### config.mk
export PLATFORM = sky130hd
export DESIGN_NAME = ep_fifo_access
export DESIGN_NICKNAME = d
export VERILOG_FILES = /design/src/rtl/epf_pkg.sv /design/src/rtl/epf_store.sv /design/src/rtl/epf_slot.sv /design/src/rtl/ep_fifo_access.sv
export SDC_FILE = /design/constraint.sdc
export NUM_CORES = 1
export LEC_CHECK = 0
export ABC_AREA = 1
export BUFFER_PORTS_ARGS = -buffer_cell sky130_fd_sc_hd__buf_2
export CAP_MARGIN = 20
export CELL_PAD_IN_SITES_DETAIL_PLACEMENT = 1
export CELL_PAD_IN_SITES_GLOBAL_PLACEMENT = 1
export CORE_ASPECT_RATIO = 1.75
export CORE_UTILIZATION = 38
export CTS_CLUSTER_SIZE = 10
export DETAILED_ROUTE_END_ITERATION = 8
export GPL_TIMING_DRIVEN = 0
export MAX_ROUTING_LAYER = met4
export PLACE_DENSITY = 0.66
export SLEW_MARGIN = 20
export SYNTH_ARGS = -nofsm -noshare
export SYNTH_HDL_FRONTEND = slang
export SYNTH_HIERARCHICAL = 1
export SYNTH_SLANG_ARGS = --single-unit
### constraint.sdc
create_clock -name clk -period 8.4 [get_ports clk]
set_input_delay 1.68 -clock clk [delete_from_list [all_inputs] [get_ports clk]]
set_output_delay 1.68 -clock clk [all_outputs]
set_load 0.1 [all_outputs]
### src/rtl/epf_pkg.sv
package epf_pkg;
  typedef enum logic [1:0] {
    SLOT_EMPTY  = 2'd0,
    SLOT_RXFULL = 2'd1,
    SLOT_TXFULL = 2'd2
  } slot_st_e;

  // bit positions inside the command/status byte
  localparam int B_REQ   = 0;
  localparam int B_DIR   = 1;
  localparam int B_CLR   = 2;
  localparam int B_SELLO = 3;
  localparam int B_SETUP = 5;
  localparam int B_RDY   = 6;
  localparam int B_ZLP   = 7;
endpackage

### src/rtl/epf_store.sv
module epf_store #(
  parameter int DW    = 8,
  parameter int WORDS = 32,
  localparam int AW   = $clog2(WORDS)
) (
  input  logic          clk,
  input  logic          a_we,
  input  logic [AW-1:0] a_addr,
  input  logic [DW-1:0] a_wdata,
  output logic [DW-1:0] a_rdata,
  input  logic          b_we,
  input  logic [AW-1:0] b_addr,
  input  logic [DW-1:0] b_wdata,
  output logic [DW-1:0] b_rdata
);
  logic [DW-1:0] mem [WORDS];

  always_ff @(posedge clk) begin
    if (a_we) mem[a_addr] <= a_wdata;
    if (b_we) mem[b_addr] <= b_wdata;
    a_rdata <= mem[a_addr];
    b_rdata <= mem[b_addr];
  end
endmodule

### src/rtl/epf_slot.sv
module epf_slot
  import epf_pkg::*;
#(
  parameter int DEPTH = 8,
  localparam int CW   = $clog2(DEPTH + 1)
) (
  input  logic          clk,
  input  logic          rst,
  input  logic          clr_i,
  input  logic          sie_load_i,
  input  logic          sie_commit_i,
  input  logic          mcu_wr_commit_i,
  input  logic [CW-1:0] mcu_wr_count_i,
  input  logic          mcu_rd_commit_i,
  input  logic          sie_release_i,
  output slot_st_e      state_o,
  output logic [CW-1:0] count_o
);
  always_ff @(posedge clk) begin
    if (rst || clr_i) begin
      state_o <= SLOT_EMPTY;
      count_o <= '0;
    end else begin
      unique case (state_o)
        SLOT_EMPTY: begin
          if (mcu_wr_commit_i) begin
            state_o <= SLOT_TXFULL;
            count_o <= mcu_wr_count_i;
          end else if (sie_commit_i) begin
            state_o <= SLOT_RXFULL;
          end else if (sie_load_i && count_o < CW'(DEPTH)) begin
            count_o <= count_o + 1'b1;
          end
        end
        SLOT_RXFULL: if (mcu_rd_commit_i) begin
          state_o <= SLOT_EMPTY;
          count_o <= '0;
        end
        SLOT_TXFULL: if (sie_release_i) begin
          state_o <= SLOT_EMPTY;
          count_o <= '0;
        end
        default: state_o <= SLOT_EMPTY;
      endcase
    end
  end


  cnt_cap_chk: assert property (@(posedge clk) disable iff (rst)
    count_o <= CW'(DEPTH));


  wr_commit_chk: assert property (@(posedge clk) disable iff (rst)
    (mcu_wr_commit_i && state_o == SLOT_EMPTY && !clr_i)
    |=> (state_o == SLOT_TXFULL && count_o == $past(mcu_wr_count_i)));


  rd_commit_chk: assert property (@(posedge clk) disable iff (rst)
    (mcu_rd_commit_i && state_o == SLOT_RXFULL)
    |=> (state_o == SLOT_EMPTY && count_o == '0));
endmodule

### src/rtl/ep_fifo_access.sv
module ep_fifo_access
  import epf_pkg::*;
#(
  parameter int FIFOS = 4,
  parameter int DEPTH = 8,
  parameter int DW    = 8,
  localparam int SW   = $clog2(FIFOS),
  localparam int PW   = $clog2(DEPTH),
  localparam int CW   = $clog2(DEPTH + 1),
  localparam int AW   = SW + PW
) (
  input  logic                clk,
  input  logic                rst,
  input  logic                reg_wr,
  input  logic                reg_rd,
  input  logic                reg_addr,
  input  logic [7:0]          reg_wdata,
  output logic [7:0]          reg_rdata,
  input  logic                sie_load,
  input  logic [SW-1:0]       sie_fifo,
  input  logic [DW-1:0]       sie_wdata,
  input  logic                sie_commit,
  input  logic                sie_setup,
  input  logic                sie_setup_tok,
  input  logic [PW-1:0]       sie_rd_addr,
  output logic [DW-1:0]       sie_rdata,
  input  logic                sie_release,
  output logic [FIFOS-1:0]    sie_tx_pend,
  output logic [FIFOS*CW-1:0] sie_cnt
);
  logic          req, dir, done, setup_f, zlp_f;
  logic [SW-1:0] sel, zlp_fifo;
  logic [CW-1:0] ptr;
  slot_st_e      slot_st  [FIFOS];
  logic [CW-1:0] slot_cnt [FIFOS];

  logic ctrl_wr, data_rd_hit, data_rd_ok, data_wr_ok, ready;
  logic commit_any, commit_wr, commit_rd, zlp_set, sie_we;
  logic [7:0] status_now;
  logic [DW-1:0] a_rdata;
  logic [AW-1:0] b_addr;
  logic unused_wbits;

  assign unused_wbits = ^{reg_wdata[B_ZLP], reg_wdata[B_RDY]};

  assign ctrl_wr     = reg_wr && !reg_addr;
  assign data_rd_hit = reg_rd && reg_addr && !reg_wr;
  assign ready = req && !done &&
    (dir ? (slot_st[sel] == SLOT_EMPTY && slot_cnt[sel] == '0 && ptr < CW'(DEPTH))
         : (slot_st[sel] == SLOT_RXFULL && ptr < slot_cnt[sel]));
  assign data_rd_ok = data_rd_hit && ready && !dir;
  assign data_wr_ok = reg_wr && reg_addr && ready && dir;

  // a direction flip with request held high ends the transfer
  assign commit_any = ctrl_wr && req && reg_wdata[B_REQ] && !done &&
                      (reg_wdata[B_DIR] != dir);
  assign commit_wr  = commit_any && dir;
  assign commit_rd  = commit_any && !dir;
  assign zlp_set    = sie_commit && slot_st[sie_fifo] == SLOT_EMPTY &&
                      slot_cnt[sie_fifo] == '0;
  assign sie_we     = sie_load && slot_st[sie_fifo] == SLOT_EMPTY &&
                      slot_cnt[sie_fifo] < CW'(DEPTH);

  assign status_now = {zlp_f, ready, setup_f, sel, 1'b0, dir, req};

  always_ff @(posedge clk) begin
    if (rst) begin
      req <= 1'b0; dir <= 1'b0; done <= 1'b0; sel <= '0; ptr <= '0;
      setup_f <= 1'b0; zlp_f <= 1'b0; zlp_fifo <= '0;
    end else begin
      if (ctrl_wr) begin
        req <= reg_wdata[B_REQ];
        dir <= reg_wdata[B_DIR];
        sel <= reg_wdata[B_SELLO +: SW];
        if (!req && reg_wdata[B_REQ]) begin
          ptr  <= '0;
          done <= 1'b0;
        end
        if (commit_any) done <= 1'b1;
        if (reg_wdata[B_CLR]) ptr <= '0;
        if (!reg_wdata[B_SETUP]) setup_f <= 1'b0;
      end else if (data_rd_ok || data_wr_ok) begin
        ptr <= ptr + 1'b1;
      end
      if (data_rd_hit && sel == zlp_fifo) zlp_f <= 1'b0;
      if (sie_setup_tok) zlp_f <= 1'b0;
      if (zlp_set) begin
        zlp_f    <= 1'b1;
        zlp_fifo <= sie_fifo;
      end
      if (sie_commit && sie_setup) setup_f <= 1'b1;
    end
  end

  // registered read path
  logic       rd_is_data_q, rd_ok_q;
  logic [7:0] status_q;
  always_ff @(posedge clk) begin
    if (rst) begin
      rd_is_data_q <= 1'b0;
      rd_ok_q      <= 1'b0;
      status_q     <= '0;
    end else if (reg_rd) begin
      rd_is_data_q <= reg_addr;
      rd_ok_q      <= data_rd_ok;
      status_q     <= status_now;
    end
  end
  assign reg_rdata = rd_is_data_q ? (rd_ok_q ? a_rdata : '0) : status_q;

  assign b_addr = sie_load ? {sie_fifo, slot_cnt[sie_fifo][PW-1:0]}
                           : {sie_fifo, sie_rd_addr};

  epf_store #(.DW(DW), .WORDS(FIFOS * DEPTH)) u_store (
    .clk    (clk),
    .a_we   (data_wr_ok),
    .a_addr ({sel, ptr[PW-1:0]}),
    .a_wdata(reg_wdata[DW-1:0]),
    .a_rdata(a_rdata),
    .b_we   (sie_we),
    .b_addr (b_addr),
    .b_wdata(sie_wdata),
    .b_rdata(sie_rdata)
  );

  for (genvar i = 0; i < FIFOS; i++) begin : g_slot
    logic hit_sie, hit_mcu;
    assign hit_sie = (sie_fifo == SW'(i));
    assign hit_mcu = (sel == SW'(i));
    epf_slot #(.DEPTH(DEPTH)) u_slot (
      .clk            (clk),
      .rst            (rst),
      .clr_i          (ctrl_wr && reg_wdata[B_CLR] && reg_wdata[B_SELLO +: SW] == SW'(i)),
      .sie_load_i     (sie_load && hit_sie),
      .sie_commit_i   (sie_commit && hit_sie),
      .mcu_wr_commit_i(commit_wr && hit_mcu),
      .mcu_wr_count_i (ptr),
      .mcu_rd_commit_i(commit_rd && hit_mcu),
      .sie_release_i  (sie_release && hit_sie),
      .state_o        (slot_st[i]),
      .count_o        (slot_cnt[i])
    );
    assign sie_tx_pend[i]        = (slot_st[i] == SLOT_TXFULL);
    assign sie_cnt[i*CW +: CW]   = slot_cnt[i];
  end


  ptr_bound_chk: assert property (@(posedge clk) disable iff (rst)
    ptr <= CW'(DEPTH));


  ignored_rd_chk: assert property (@(posedge clk) disable iff (rst)
    (data_rd_hit && !ready) |=> $stable(ptr));


  setup_set_chk: assert property (@(posedge clk) disable iff (rst)
    (sie_commit && sie_setup) |=> setup_f);


  zlp_tok_chk: assert property (@(posedge clk) disable iff (rst)
    (sie_setup_tok && !zlp_set) |=> !zlp_f);
endmodule

; ---- Word-level counts from Yosys, hierarchy flattened
; Memories as Yosys holds them, arrays and structs flattened. A register that Yosys moved wholly into a read port is not among the register bits.
; Index checks and enable logic that the tools add are counted.
[classes]
eq_ne = 42
add_sub_neg = 5
n_mux = 76
n_bitwise = 2
order_cmp = 9
n_reduce_logical = 95
[ops]
columns = op, n
row1 = 2-to-1 mux 4 bit, 28
row2 = logical AND 1 bit, 55
row3 = one-hot mux 4 bit (3 select lines), 4
row4 = 2-to-1 mux 2 bit, 20
row5 = "less-than comparator 4 bit, second input constant", 6
row6 = "!= test 3 x 1 -> 1 bit, second input constant", 8
row7 = one-hot mux 2 bit (3 select lines), 4
row8 = "adder 4 x 1 -> 4 bit, second input constant", 5
row9 = "equality test 2 bit, second input constant", 10
row10 = AND reduction 5 bit, 4
row11 = logical NOT 2 bit, 9
row12 = "!= test 2 x 1 -> 1 bit, second input constant", 9
row13 = binary-select mux 4 bit (select 2 bit), 2
row14 = "equality test 2 x 1 -> 1 bit, second input constant", 8
row15 = 2-to-1 mux 8 bit, 2
row16 = nonzero test 3 bit, 5
row17 = 2-to-1 mux 1 bit, 13
row18 = "!= test 3 bit, second input constant", 4
row19 = AND reduction 3 bit, 4
row20 = binary-select mux 2 bit (select 2 bit), 2
row21 = logical NOT 4 bit, 2
row22 = "greater-or-equal comparator 3 bit, second input constant", 2
row23 = inverter 2 -> 3 bit, 2
row24 = AND reduction 2 bit, 3
row25 = other kinds (8), 18
[word_totals]
n_memories = 1
ram_bits = 256
output_inout_bits = 36
register_bits = 46
input_bits = 31
[mem_list]
columns = memory, words, word_bits, rd, rd_ports_with_merged_regs, write_ports, line_no
row1 = u_store.mem, 32, 8, 2, 2, 2, epf_store.sv:16  ; logic [DW-1:0] mem [WORDS];

; ---- Logic depth before layout (Yosys ltp)
[logic_depth]
depth_word = 14
depth_mapped = 19

; ---- Hierarchy
; Netlist, hierarchy kept.
[by_module_without_submodules]
columns = module, n_inst, area_per_inst_um2, seq_area_each_um2, cells_per_inst
row1 = epf_store, 1, 16739.8, 8007.7, 2450
row2 = epf_slot, 4, 447.9, 120.1, 64
row3 = ep_fifo_access, 1, 1745.4, 440.4, 311

; ---- Worst setup path before layout
; No wires, ideal clock.
[synth_timing]
kind = register to output
start = register rd_is_data_q
end = output reg_rdata[0]
path_slack_ps = 4067
stages_incl_launch_ff = 3
t_arrival_ps = 2653
path_cell_list = dfxtp_1 > clkbuf_1 > o21ai_0
[synth_via]
elab_chain_len = 1
[synth_lines]
columns = element, line_no
row1 = "start, declared", ep_fifo_access.sv:96  ; logic rd_is_data_q, rd_ok_q;
row2 = "start signal, assigned", ep_fifo_access.sv:104  ; rd_is_data_q <= reg_addr;
row3 = 2-to-1 mux 8 bit, ep_fifo_access.sv:109  ; assign reg_rdata = rd_is_data_q ? (rd_ok_q ? a_rdata : '0) : status_q;
row4 = "end, declared", ep_fifo_access.sv:18  ; output logic [7:0] reg_rdata,
; No other way between the ends.

==> impl_results.md <==
* Net Sw Power at 1.50 mW
* CTS max path bufs at 3
* Sink Count at around 320
* Die Y at 308 um
* Syn Inst Count at 3017
* Maxcap violations at 0
* Levels on crit path at 5
* Critical Path Fanout Max at 10
* Combinational Power Share at 22.8%
* Final setup margin at about 3.3 ns
* Fillers at 6909
* 1st-iter DRT viols at 1716
* GRT Util Overall at 39.0%
* Crit path buf inv count at 3
* Power density over the cells at 193 nW/um^2
* Critical path class: flop to flop
* Post-synth ARST share at 0%
* CP max-delay cell: o21ai_1
* Yosys cell types at 40
* Worst r2r src: ptr[0]
* Int Pwr at 2.85 mW
* Outcome: finished clean
* Largest cells by area after synthesis: edfxtp_1, nand2_1, o21ai_0
* Fin Clk Skew at 0.0253 ns
* Min cycle time layout at 5.13 ns
* Initial Util at 38.6%
* Syn. warnings at 6
* Routed Antenna Nets at 0
* Fraction of the cycle the final worst path needs at 61.0%
* Share of layout cells above drive strength 1 at 6.16%
* F_max at between 150 and 200 MHz
* Critical Path Sink Type: flop
* Fin util at 43.1%
* CTS Hold Bufs at 0
* Sw Share at between 30% and 40%
* Data arrival, critical path at ~5.3 ns
* Worst Setup SP: ptr[0]
* Pre-CTS WS at 2.91 ns
* CTS tree: yes
* Vias in the first global route at 22100
* Clock Power Share at 36.1%
* Final Instance Area at 22600 um^2
* Gpl congestion at 1.01
* Placed cells at between 3000 and 4000
* Fin. Hold Viols at 0
* Setup bufs post-CTS at 0
* Synthesized cell area at 20300 um^2
* Delay-heaviest family, CP: buffers and inverters
* Crit-path max cell delay at 1.17 ns
* Initial antenna violation count at 5
* Biggest area consumer among synthesized cells: edfxtp_1
* R2R Path End: u_store/mem[31][7]
* Lkg Pwr at 10.5 nW
* R2R setup slack at 3.27 ns
* Num CTS Buffers at 38
* Multi-input logic area at 10000 um^2
* Core Area at 52500 um^2
* Tightest Pin Transition at 1.33 ns
* Crit path capture: u_store/mem[31][7]
* Fin Setup TNS at 0 ns
* Input/output buffers at 65
* Register bit total from synthesis at about 320
* Clk root buf: clkbuf_16
* Post-CTS sizing at 0
* Most used flip-flop cell after synthesis: edfxtp_1
* Via count at 21500
* Top cell type's share of synthesized area at 37.9%
* Worst slew margin at 11.2%
* Post-synth EDFFs at around 260
* HPWL Detailed at 78.2 mm
* Overflow after GRT at 0
* Dpl cell area at around 21000 um^2
* First-pass GRT wire length at 146 mm
* # rows at between 100 and 150
* Reg clk slew, reported paths at 0.06 ns
* Seq/Total Area, Yosys at 44.0%
* Syn_area_per_cell at around 6.7 um^2
* I/O pins at 67
* DR DRC count at 0
* Post-Layout Cell Count at 3834
* Die X at 177 um
* Clock H-tree levels at 2
* CP cell instances: buf_2 -> clkbuf_1 -> clkbuf_1 -> nand3_1 -> o21ai_1
* Clock latency on the worst-skew pair at 0.57 ns
* Area grow syn2layout at 11.5%
* CP required at 8.58 ns
* DR vias/cell at 5.61
* Element type at the critical path start: flop
* Nets@finish at 3174
* Syn_nets at 3068
* VDD IR max at 0.000150 V
* RSZ-0062 raised after global routing: false
* Sequential share of power at 41.1%
* Routed WL per cell at 26.6 um
* R2R depth at 5
* Fin. max-slew vios at 0
* Hold crit path type: flop to flop
* Die ar. at 54300 um^2
* Drt pass-1 iters at 5
* Endpoints failing setup at 0
* Register area at 8930 um^2
* Crit-path most repeated cell: clkbuf_1
* Largest net degree at the start of global routing at 13
* Routed wire length at between 100 and 150 mm
==> tightest hold or removal path, delay by kind of cell (launching register included) <==
kind | cells | cell delay (ns)
buffers and inverters | 1 | 0.06
flip-flops | 1 | 0.29
AO/OA/AOI/OAI | 1 | 0.06
==> state kept, by name (all words and copies together) (netlist names) <==
name / cells
u_store/a_rdata: 8
done: 1
u_store/mem: 256
ptr: 4
sel: 2
dir: 1
setup_f: 1
status_q: 7
rd_ok_q: 1
zlp_fifo: 2
u_store/b_rdata: 8
g_slot.u_slot/count_o: 16
zlp_f: 1
req: 1
rd_is_data_q: 1
g_slot.u_slot/state_o: 8
==> stage by stage <==
stage / total power [mW] / hold WS, ns
floorplan: 2.40 / 0.429
global placement: 2.77 / 0.449
detailed placement: 2.79 / 0.457
CTS: 4.35 / 0.464
global route: 4.49 / 0.492
finish: 4.35 / 0.458
==> area by class of cell <==
cell class	instances	share of cell area, %
multi-input cells	2367	44.4
flip-flops and latches	318	39.5
clock buffers	66	4.86
well taps	678	3.75
plain buffers	189	3.49
inverters	143	2.38
repair buffers	66	1.51
clock inverters	2	0.0609
diodes	5	0.0554
==> Yosys cell counts (all sizes together), types with 2 or more instances <==
master / instances
a21oi: 46
a22oi: 2
buf: 54
clkbuf: 135
clkinv: 6
dfxtp: 62
edfxtp: 256
ha: 20
inv: 137
nand2: 1721
nand3: 42
nand4: 5
nor2: 105
nor3: 25
o21ai: 377
o22ai: 3
o31ai: 5
xnor2: 6
xor2: 2
==> per-layer routing <==
metal  wire length (um)  part of all wire (%)  global-route usage, %
met5                  0                     0                      -
met4               9490                   9.3                   30.6
met3               5690                   5.6                   5.47
met2              51000                    50                   67.0
met1              36000                    35                   39.5
==> power groups by stage <==
stage	Clock [mW]	Combinational [mW]	Sequential [mW]
finish	1.57	0.991	1.79
floorplan	0	0.510	1.89
global route	1.64	1.06	1.79
CTS	1.59	0.973	1.79
detailed placement	0	0.969	1.82
global placement	0	0.944	1.82
==> how the worst min path moves through the flow <==
stage,from,to,slack [ns],cells after the start
finish,status_q[5],status_q[5],0.46,2
floorplan,status_q[5],status_q[5],0.43,2
global route,status_q[7],status_q[7],0.49,2
detailed placement,status_q[5],status_q[5],0.46,2
global placement,status_q[5],status_q[5],0.45,2
CTS,status_q[5],status_q[5],0.46,2
==> kinds of logic (layout without fill, tap and decap cells) <==
logic type                 Yosys count  after routing  share of synthesized area (%)
AOI/OAI and AO/OA                  436            436                           11.0
adders and majority gates           20             20                           1.23
buffers and inverters              332            466                           6.54
and+or+nand+nor                   1903           1903                           36.8
xor gates and xnor gates             8              8                          0.346
other                                0              5                              0
DFF                                318            318                           44.0
==> layout by cell type (no fill, tap or decap), types with 2 or more instances in the layout <==
| master | instances |
|---|---|
| nand2_1 | 1708 |
| o21ai_0 | 344 |
| edfxtp_1 | 256 |
| clkbuf_1 | 157 |
| inv_1 | 130 |
| nor2_1 | 93 |
| buf_2 | 87 |
| dfxtp_1 | 62 |
| a21oi_1 | 45 |
| nand3_1 | 41 |
| clkbuf_16 | 39 |
| o21ai_1 | 33 |
| ha_1 | 20 |
| buf_1 | 20 |
| nor3_1 | 17 |
| nor2_4 | 12 |
| buf_4 | 11 |
| nand2_4 | 9 |
| nor3_2 | 8 |
| inv_2 | 7 |
| clkinv_1 | 6 |
| xnor2_1 | 6 |
| diode_2 | 5 |
| nand4_1 | 5 |
| nand2_2 | 4 |
| o31ai_2 | 4 |
| o22ai_1 | 3 |
| clkbuf_2 | 3 |
| a22oi_1 | 2 |
| xor2_1 | 2 |
| clkbuf_8 | 2 |
Note: power is estimated with default switching activity, not from simulation.
